### config.mk
export PLATFORM = sky130hd
export DESIGN_NAME = otf_quotient_conv
export DESIGN_NICKNAME = d
export VERILOG_FILES = /design/src/rtl/otf_pkg.sv /design/src/rtl/otf_digit_decode.sv /design/src/rtl/otf_shift_append.sv /design/src/rtl/otf_quotient_conv.sv
export SDC_FILE = /design/constraint.sdc
export NUM_CORES = 1
export LEC_CHECK = 0
export BUFFER_PORTS_ARGS = -buffer_cell sky130_fd_sc_hd__clkbuf_2
export CAP_MARGIN = 40
export CORE_MARGIN = 2
export CORE_UTILIZATION = 58
export CTS_CLUSTER_DIAMETER = 100
export DETAILED_ROUTE_END_ITERATION = 7
export HOLD_SLACK_MARGIN = 0.15
export PLACE_DENSITY_LB_ADDON = 0.25
export SETUP_SLACK_MARGIN = 0.3
export SYNTH_ARGS = -nofsm -noshare
export SYNTH_HDL_FRONTEND = slang
export SYNTH_SLANG_ARGS = --single-unit
### constraint.sdc
create_clock -name clk_i -period 2.7 [get_ports clk_i]
set_clock_uncertainty 0.15 [all_clocks]
set_input_delay 0.54 -clock clk_i [delete_from_list [all_inputs] [get_ports clk_i]]
set_output_delay 0.54 -clock clk_i [all_outputs]
set_load 0.03 [all_outputs]
### src/rtl/otf_pkg.sv
package otf_pkg;

    localparam logic [1:0] DIG_ZERO = 2'b00;
    localparam logic [1:0] DIG_PLUS = 2'b01;
    localparam logic [1:0] DIG_RSVD = 2'b10;
    localparam logic [1:0] DIG_MINUS = 2'b11;

    typedef enum logic [1:0] {
        KIND_ZERO  = 2'b00,
        KIND_PLUS  = 2'b01,
        KIND_HOLD  = 2'b10,
        KIND_MINUS = 2'b11
    } dig_kind_e;

    // Per-cycle steering derived from one digit
    typedef struct packed {
        logic upd;        // registers take a new value
        logic q_from_qm;  // new Q built from old QM
        logic qm_from_q;  // new QM built from old Q
        logic q_bit;      // bit appended to Q
        logic qm_bit;     // bit appended to QM
    } dig_sel_t;

endpackage

### src/rtl/otf_digit_decode.sv
module otf_digit_decode
    import otf_pkg::*;
(
    input  logic       valid_i,
    input  logic [1:0] code_i,
    output dig_sel_t   sel_o
);

    dig_kind_e kind;

    always_comb begin
        unique case (code_i)
            DIG_ZERO:  kind = KIND_ZERO;
            DIG_PLUS:  kind = KIND_PLUS;
            DIG_MINUS: kind = KIND_MINUS;
            default:   kind = KIND_HOLD;
        endcase
        if (!valid_i) kind = KIND_HOLD;
    end

    always_comb begin
        sel_o = '0;
        unique case (kind)
            KIND_ZERO: begin
                sel_o.upd    = 1'b1;
                sel_o.q_bit  = 1'b0;
                sel_o.qm_bit = 1'b1;
            end
            KIND_PLUS: begin
                sel_o.upd       = 1'b1;
                sel_o.qm_from_q = 1'b1;
                sel_o.q_bit     = 1'b1;
                sel_o.qm_bit    = 1'b0;
            end
            KIND_MINUS: begin
                sel_o.upd       = 1'b1;
                sel_o.q_from_qm = 1'b1;
                sel_o.q_bit     = 1'b1;
                sel_o.qm_bit    = 1'b0;
            end
            default: sel_o = '0;
        endcase
    end

endmodule

### src/rtl/otf_shift_append.sv
module otf_shift_append #(
    parameter int unsigned W = 16
) (
    input  logic [W-1:0] src_i,
    input  logic         bit_i,
    output logic [W-1:0] res_o
);

    generate
        if (W == 1) begin : g_single
            logic unused_src;
            assign unused_src = src_i[0];
            assign res_o = bit_i;
        end else begin : g_wide
            logic unused_msb;
            assign unused_msb = src_i[W-1];
            assign res_o = {src_i[W-2:0], bit_i};
        end
    endgenerate

endmodule

### src/rtl/otf_quotient_conv.sv
module otf_quotient_conv
    import otf_pkg::*;
#(
    parameter int unsigned QW = 16
) (
    input  logic          clk_i,
    input  logic          rst_ni,
    input  logic          clear_i,
    input  logic          dig_valid_i,
    input  logic [1:0]    dig_code_i,
    output logic [QW-1:0] q_o,
    output logic [QW-1:0] qm_o
);

    typedef struct packed {
        logic [QW-1:0] q;
        logic [QW-1:0] qm;
    } acc_t;

    localparam acc_t ACC_INIT = '{q: '0, qm: '1};

    acc_t     acc_d, acc_q;
    dig_sel_t sel;
    logic [QW-1:0] q_src, qm_src, q_next, qm_next;

    otf_digit_decode u_dec (
        .valid_i (dig_valid_i),
        .code_i  (dig_code_i),
        .sel_o   (sel)
    );

    assign q_src  = sel.q_from_qm ? acc_q.qm : acc_q.q;
    assign qm_src = sel.qm_from_q ? acc_q.q  : acc_q.qm;

    otf_shift_append #(.W(QW)) u_app_q (
        .src_i (q_src),
        .bit_i (sel.q_bit),
        .res_o (q_next)
    );

    otf_shift_append #(.W(QW)) u_app_qm (
        .src_i (qm_src),
        .bit_i (sel.qm_bit),
        .res_o (qm_next)
    );

    always_comb begin
        acc_d = acc_q;
        if (clear_i) begin
            acc_d = ACC_INIT;
        end else if (sel.upd) begin
            acc_d.q  = q_next;
            acc_d.qm = qm_next;
        end
    end

    always_ff @(posedge clk_i or negedge rst_ni) begin
        if (!rst_ni) acc_q <= ACC_INIT;
        else         acc_q <= acc_d;
    end

    assign q_o  = acc_q.q;
    assign qm_o = acc_q.qm;

endmodule

; Word-level counts from Yosys, hierarchy flattened
; Index checks and enable logic that the tools add are counted.
[classes]
eq_ne = 4
muxes = 10
n_reduce_logical = 5
[ops]
columns = cell, n
row1 = $mux 32, 2
row2 = $mux 15, 2
row3 = $pmux 2 s3, 1
row4 = $eq 2x1->1 const B, 2
row5 = $eq 2x2->1 const B, 2
row6 = $logic_not 2->1, 2
row7 = $pmux 2 s2, 1
row8 = $mux 1, 3
row9 = $reduce_or 3->1, 1
row10 = $mux 2, 1
row11 = $reduce_bool 2->1, 1
row12 = $reduce_or 2->1, 1
[word_totals]
register_bits = 32
inputBits = 6
wordCells = 21
out_inout_bits = 32

; Depth between registers and ports, before layout
[depth]
word_depth = 8
ltp_mapped = 6
ltp_nobuf = 3

; Cells and area by module
; From an unflattened synthesis, not the netlist that was laid out.
[unflattened]
hier_cells = 178
hier_area_um2 = 2053.2
[by_module_without_submodules]
columns = module, instances, seq_area_each_um2, area_per_inst_um2, cells_per_inst
row1 = otf_quotient_conv, 1, 820.8, 1764.2, 140
row2 = otf_shift_append, 2, 0.0, 120.1, 16
row3 = otf_digit_decode, 1, 0.0, 48.8, 6

; Worst setup path after synthesis
; OpenSTA, ideal clock, no wires.
[synth_path]
path_type = input -> register
startpoint = in dig_valid_i
endpoint = reg acc_q, in the netlist q_o[10]
arrival_time_ns = 1.338
path_slack_ns = 1.116
path_stages = 5
n_path_buf = 2
cell_sequence = buf_4 > nand3_1 > buf_2 > nand2_1 > a311oi_2
[synth_between]
elab_chain_cells = 6
[synth_lines]
columns = element, line
row1 = from (decl), otf_quotient_conv.sv:9  ; input logic dig_valid_i,
row2 = $mux 2 (*), otf_digit_decode.sv:18  ; if (!valid_i) kind = KIND_HOLD;
row3 = $eq 2x2->1, otf_digit_decode.sv:23  ; unique case (kind)
row4 = $mux 1, otf_digit_decode.sv:23
row5 = $mux 15, otf_quotient_conv.sv:32  ; assign q_src = sel.q_from_qm ? acc_q.qm : acc_q.q;
row6 = $mux 32, otf_quotient_conv.sv:51  ; end else if (sel.upd) begin
row7 = $mux 32, otf_quotient_conv.sv:49  ; if (clear_i) begin
row8 = to (signal assigned), otf_quotient_conv.sv:58  ; if (!rst_ni) acc_q <= ACC_INIT;
row9 = to (signal assigned), otf_quotient_conv.sv:59  ; else acc_q <= acc_d;
row10 = to (decl), otf_quotient_conv.sv:22  ; acc_t acc_d, acc_q;
; Mark *: on every way between the ends. The rest lies on a longest branch, timed or not. The select of a mux whose other input is x is not followed.
; A chain may end at the register's enable or synchronous reset.

; Final worst setup path
[layout_path]
startpoint = in dig_code_i[0]
endpoint = reg acc_q, in the netlist q_o[13]
[layout_between]
elab_chain_cells = 8
[layout_lines]
columns = element, line
row1 = from (decl), otf_quotient_conv.sv:10  ; input logic [1:0] dig_code_i,
row2 = $eq 2x2->1 (tied with other cells), otf_digit_decode.sv:12  ; unique case (code_i)
row3 = $pmux 2 s3 (*), otf_digit_decode.sv:12
row4 = $mux 2 (*), otf_digit_decode.sv:18
row5 = $eq 2x2->1, otf_digit_decode.sv:23
row6 = $mux 1, otf_digit_decode.sv:23
row7 = $mux 15, otf_quotient_conv.sv:32
row8 = $mux 32, otf_quotient_conv.sv:51
row9 = $mux 32, otf_quotient_conv.sv:49
; Marked as above.

==> key figures <==
Status
  – Outcome: finished with violations
  – Violations in the final reports: DRC

Detailed routing
  – Residual antenna-violating net count after detailed routing: 0
  – Per-cell via count in the routed design: 6.36
  – Drt drc: 1
  – Final routed wire length divided by cell count: 17.8 microns
  – Pre-Repair DR Iteration Count: 6
  – Starting DRT DRC Count: 85
  – Wire length reported by the detailed router: 4330 microns
  – Vias after detailed routing: 1552

Final layout
  – Antenna Cells: 0
  – Area Growth Syn to Fin: 10.3%
  – Summed area of non-filler cells in the final layout: 1920 sq um
  – Cell Count, Final, Fillers Out: 244
  – Layout cell share with drive strength beyond 1: 35.2%
  – Fin nets: 218
  – Util after Layout: 68.6%

Floorplan
  – Die X-Extent: 58.9 microns
  – Floorplan row count: 19
  – Effective utilization at floorplan: 62.2%
  – Number of I/O pins: 38
  – Die area: 3460 sq um
  – Area inside the core boundary: 2810 sq um
  – Vertical die dimension: 58.9 microns

Timing
  – Pins over their slew limit: 0
  – Final period utilization: 70.5%
  – Final-layout worst hold slack: 0.356 ns
  – Final critical-path required period: 1.90 ns
  – Fin Setup TNS: 0 ns
  – Highest attainable clock frequency: 525 MHz
  – Worst slew slack as a fraction of its limit: 47.7%
  – Final setup slack of the worst path: 0.796 ns
  – Unrepaired setup endpoints after global routing: false
  – Final Hold Fails: 0
  – Transition at the pin with the smallest max-transition slack: 0.785 ns
  – Count of endpoints failing setup in the final report: 0

Job
  – Number of max-capacitance violations reported: 0

Critical path
  – Critical setup path kind: primary input to flip-flop
  – Critical Path Start: dig_code_i[0]
  – Max FO, Critical Path: 32
  – Crit path launch type: primary input
  – Worst R2R Start: qm_o[12]$_DFFE_PN1P_
  – Worst r2r dst: q_o[13]$_DFFE_PN0P_
  – Crit end category: flip-flop
  – Register-to-Register Setup Slack: 1.50 ns
  – Worst EP required: 2.71 ns
  – Path depth of the worst reg2reg path: 2
  – Arrival @ worst endpoint: 1.92 ns

Power and ir drop
  – Total power consumption of the routed design: 1.06 mW
  – Peak supply drop: 0.389 mV
  – Power per cell area: 549 nW/um^2
  – LEAKAGE: 0.831 nW

GRT
  – Maximum number of pins on one net before global-route repair: 33
  – Global-route usage over all layers: 27.8%
  – Remaining global-route overflow: 0
  – Wire length of the first global-routing pass: 7240 microns
  – Number of global-route vias before repair: 1444
  – Number of antenna violations at the first check in global routing: 0

Clock tree
  – Post-CTS resize count: 0
  – Maximum level of the CTS H-tree: 2
  – Number of buffers inserted during clock tree synthesis: 5
  – Worst-Skew Late Latency: 0.34 ns
  – Clock transition at the register clock pins on the worst setup and hold paths after CTS: 0.10 ns
  – Max Root-Sink Buffers: 2
  – Number of sinks driven by the clock tree: 32
  – CTS tree: built
  – Root buffer cell: clkbuf_4
  – Number of setup buffers added after CTS: 0

Logic synthesis
  – Multiplexer share of the synthesized area: 0%
  – Compound-Gate Fraction of Synth Area: 27.8%
  – Warnings from Yosys: 0
  – Synthesized flop and latch total: 32
  – Share of the synthesized netlist area taken by xor and xnor gates: 0%
  – Sequential-to-total area share from yosys stat: 47.0%
  – Net Count, Synth: 192
  – Post-synthesis simple-gate area fraction: 17.8%
  – Netlist area before placement: 1750 sq um
  – Mapped Cells: 186
  – Count of distinct cell types in the synthesized netlist: 24
  – Adder-cell share of the synthesized area: 0%
  – Post-synthesis average cell area: 9.38 sq um
  – Combinational family with the most area after synthesis: compound AO/OA/AOI/OAI gates

Place
  – HPWL after detailed placement: 2630 microns
  – Pre-CTS setup slack: 0.472 ns
  – Count of buffers from port buffering: 37
  – Inst Count DP: 235
  – Dpl cell area: 1860 sq um
  – RePlAce Congestion: 0.793

Worst hold path
  – Worst min path class: primary input to flip-flop
  – Hold depth: 3
  – Hold Crit Endpoint: q_o[0]$_DFFE_PN0P_
  – Worst hold start: dig_code_i[0]
per-layer routing:
metal  GRT usage [%]  vias to the layer above  wire length [microns]
met4            11.0                        0                     72
met1            39.0                      753                   1890
met2            42.1                       65                   2120
met5               0                        -                      0
met3            5.93                        8                    256
li1                -                      726                      -
layout make-up:
cell class              count  area [sq um]
well taps                  31          38.8
repair buffers             40           210
clock buffers               8          58.8
fillers                   217           881
flip-flops and latches     32           821
multi-input cells         133           796
state kept, by name, indices dropped and copies added (netlist names):
name	count
q_o	16
qm_o	16
cell families after synthesis:
group	count (synthesis)
flip-flops	32
buffers and inverters	21
AO/OA/AOI/OAI	62
AND/OR/NAND/NOR	71
cells in the final DEF (no fill, tap or decap), drive strengths merged:
| cell | Yosys | layout |
|---|---|---|
| nand2 | 61 | 61 |
| clkbuf | 7 | 45 |
| a21oi | 16 | 16 |
| dfrtp | 16 | 16 |
| dfstp | 16 | 16 |
| a211oi | 15 | 15 |
| a31oi | 15 | 15 |
| a311oi | 15 | 15 |
| nand2b | 3 | 3 |
| buf | 14 | 2 |
| and3b | 2 | 2 |
| nand3b | 1 | 1 |
| and2b | 1 | 1 |
| o21ai | 1 | 1 |
| and2 | 1 | 1 |
| nand3 | 1 | 1 |
| and3 | 1 | 1 |
| dlygate4sd3 | 0 | 1 |
power breakdown:
part           internal [mW]  total (mW)  switching, mW  leakage [nW]
clock                  0.129       0.301          0.172        0.0326
sequential             0.513       0.543         0.0298         0.380
combinational         0.0603       0.213          0.152         0.418
total                  0.702        1.06          0.355         0.831
how the worst max path moves through the flow:
stage	slack (ns)	depth (start not counted)	to
floorplan	1.12	5	q_o[10]$_DFFE_PN0P_
global placement	0.52	4	q_o[15]$_DFFE_PN0P_
detailed placement	0.47	4	q_o[4]$_DFFE_PN0P_
CTS	0.83	4	q_o[13]$_DFFE_PN0P_
global route	0.73	4	q_o[1]$_DFFE_PN0P_
finish	0.80	4	q_o[13]$_DFFE_PN0P_
timing repair:
action | in CTS | in global routing
endpoints found under the setup margin | 0 | 0
hold buffers | 1 | 0
hold endpoints to repair | 16 | 0
synthesized netlist by cell type:
| master | instances | share of area (%) |
|---|---|---|
| nand2_1 | 60 | 13 |
| a21oi_1 | 16 | 4.6 |
| dfrtp_1 | 16 | 23 |
| dfstp_2 | 16 | 24 |
| a211oi_1 | 15 | 6.5 |
| a31oi_1 | 15 | 5.4 |
| a311oi_2 | 10 | 8.6 |
| buf_2 | 9 | 2.6 |
| clkbuf_1 | 7 | 1.5 |
| a311oi_1 | 5 | 2.5 |
| buf_4 | 2 | 0.86 |
| buf_6 | 2 | 1.3 |
| nand2b_1 | 2 | 0.72 |
| and2_1 | 1 | 0.36 |
| and2b_2 | 1 | 0.50 |
| and3_1 | 1 | 0.36 |
| and3b_1 | 1 | 0.50 |
| and3b_2 | 1 | 0.57 |
| buf_12 | 1 | 1.1 |
| nand2_2 | 1 | 0.36 |
| nand2b_4 | 1 | 0.79 |
| nand3_1 | 1 | 0.29 |
| nand3b_1 | 1 | 0.43 |
| o21ai_0 | 1 | 0.29 |
worst max-delay path: stages:
cell      delay (ns)
clkbuf_2        0.13
nand2b_4        0.35
and2_1          0.68
a311oi_2        0.22
No activity file was read; power rests on OpenSTA's default activity.
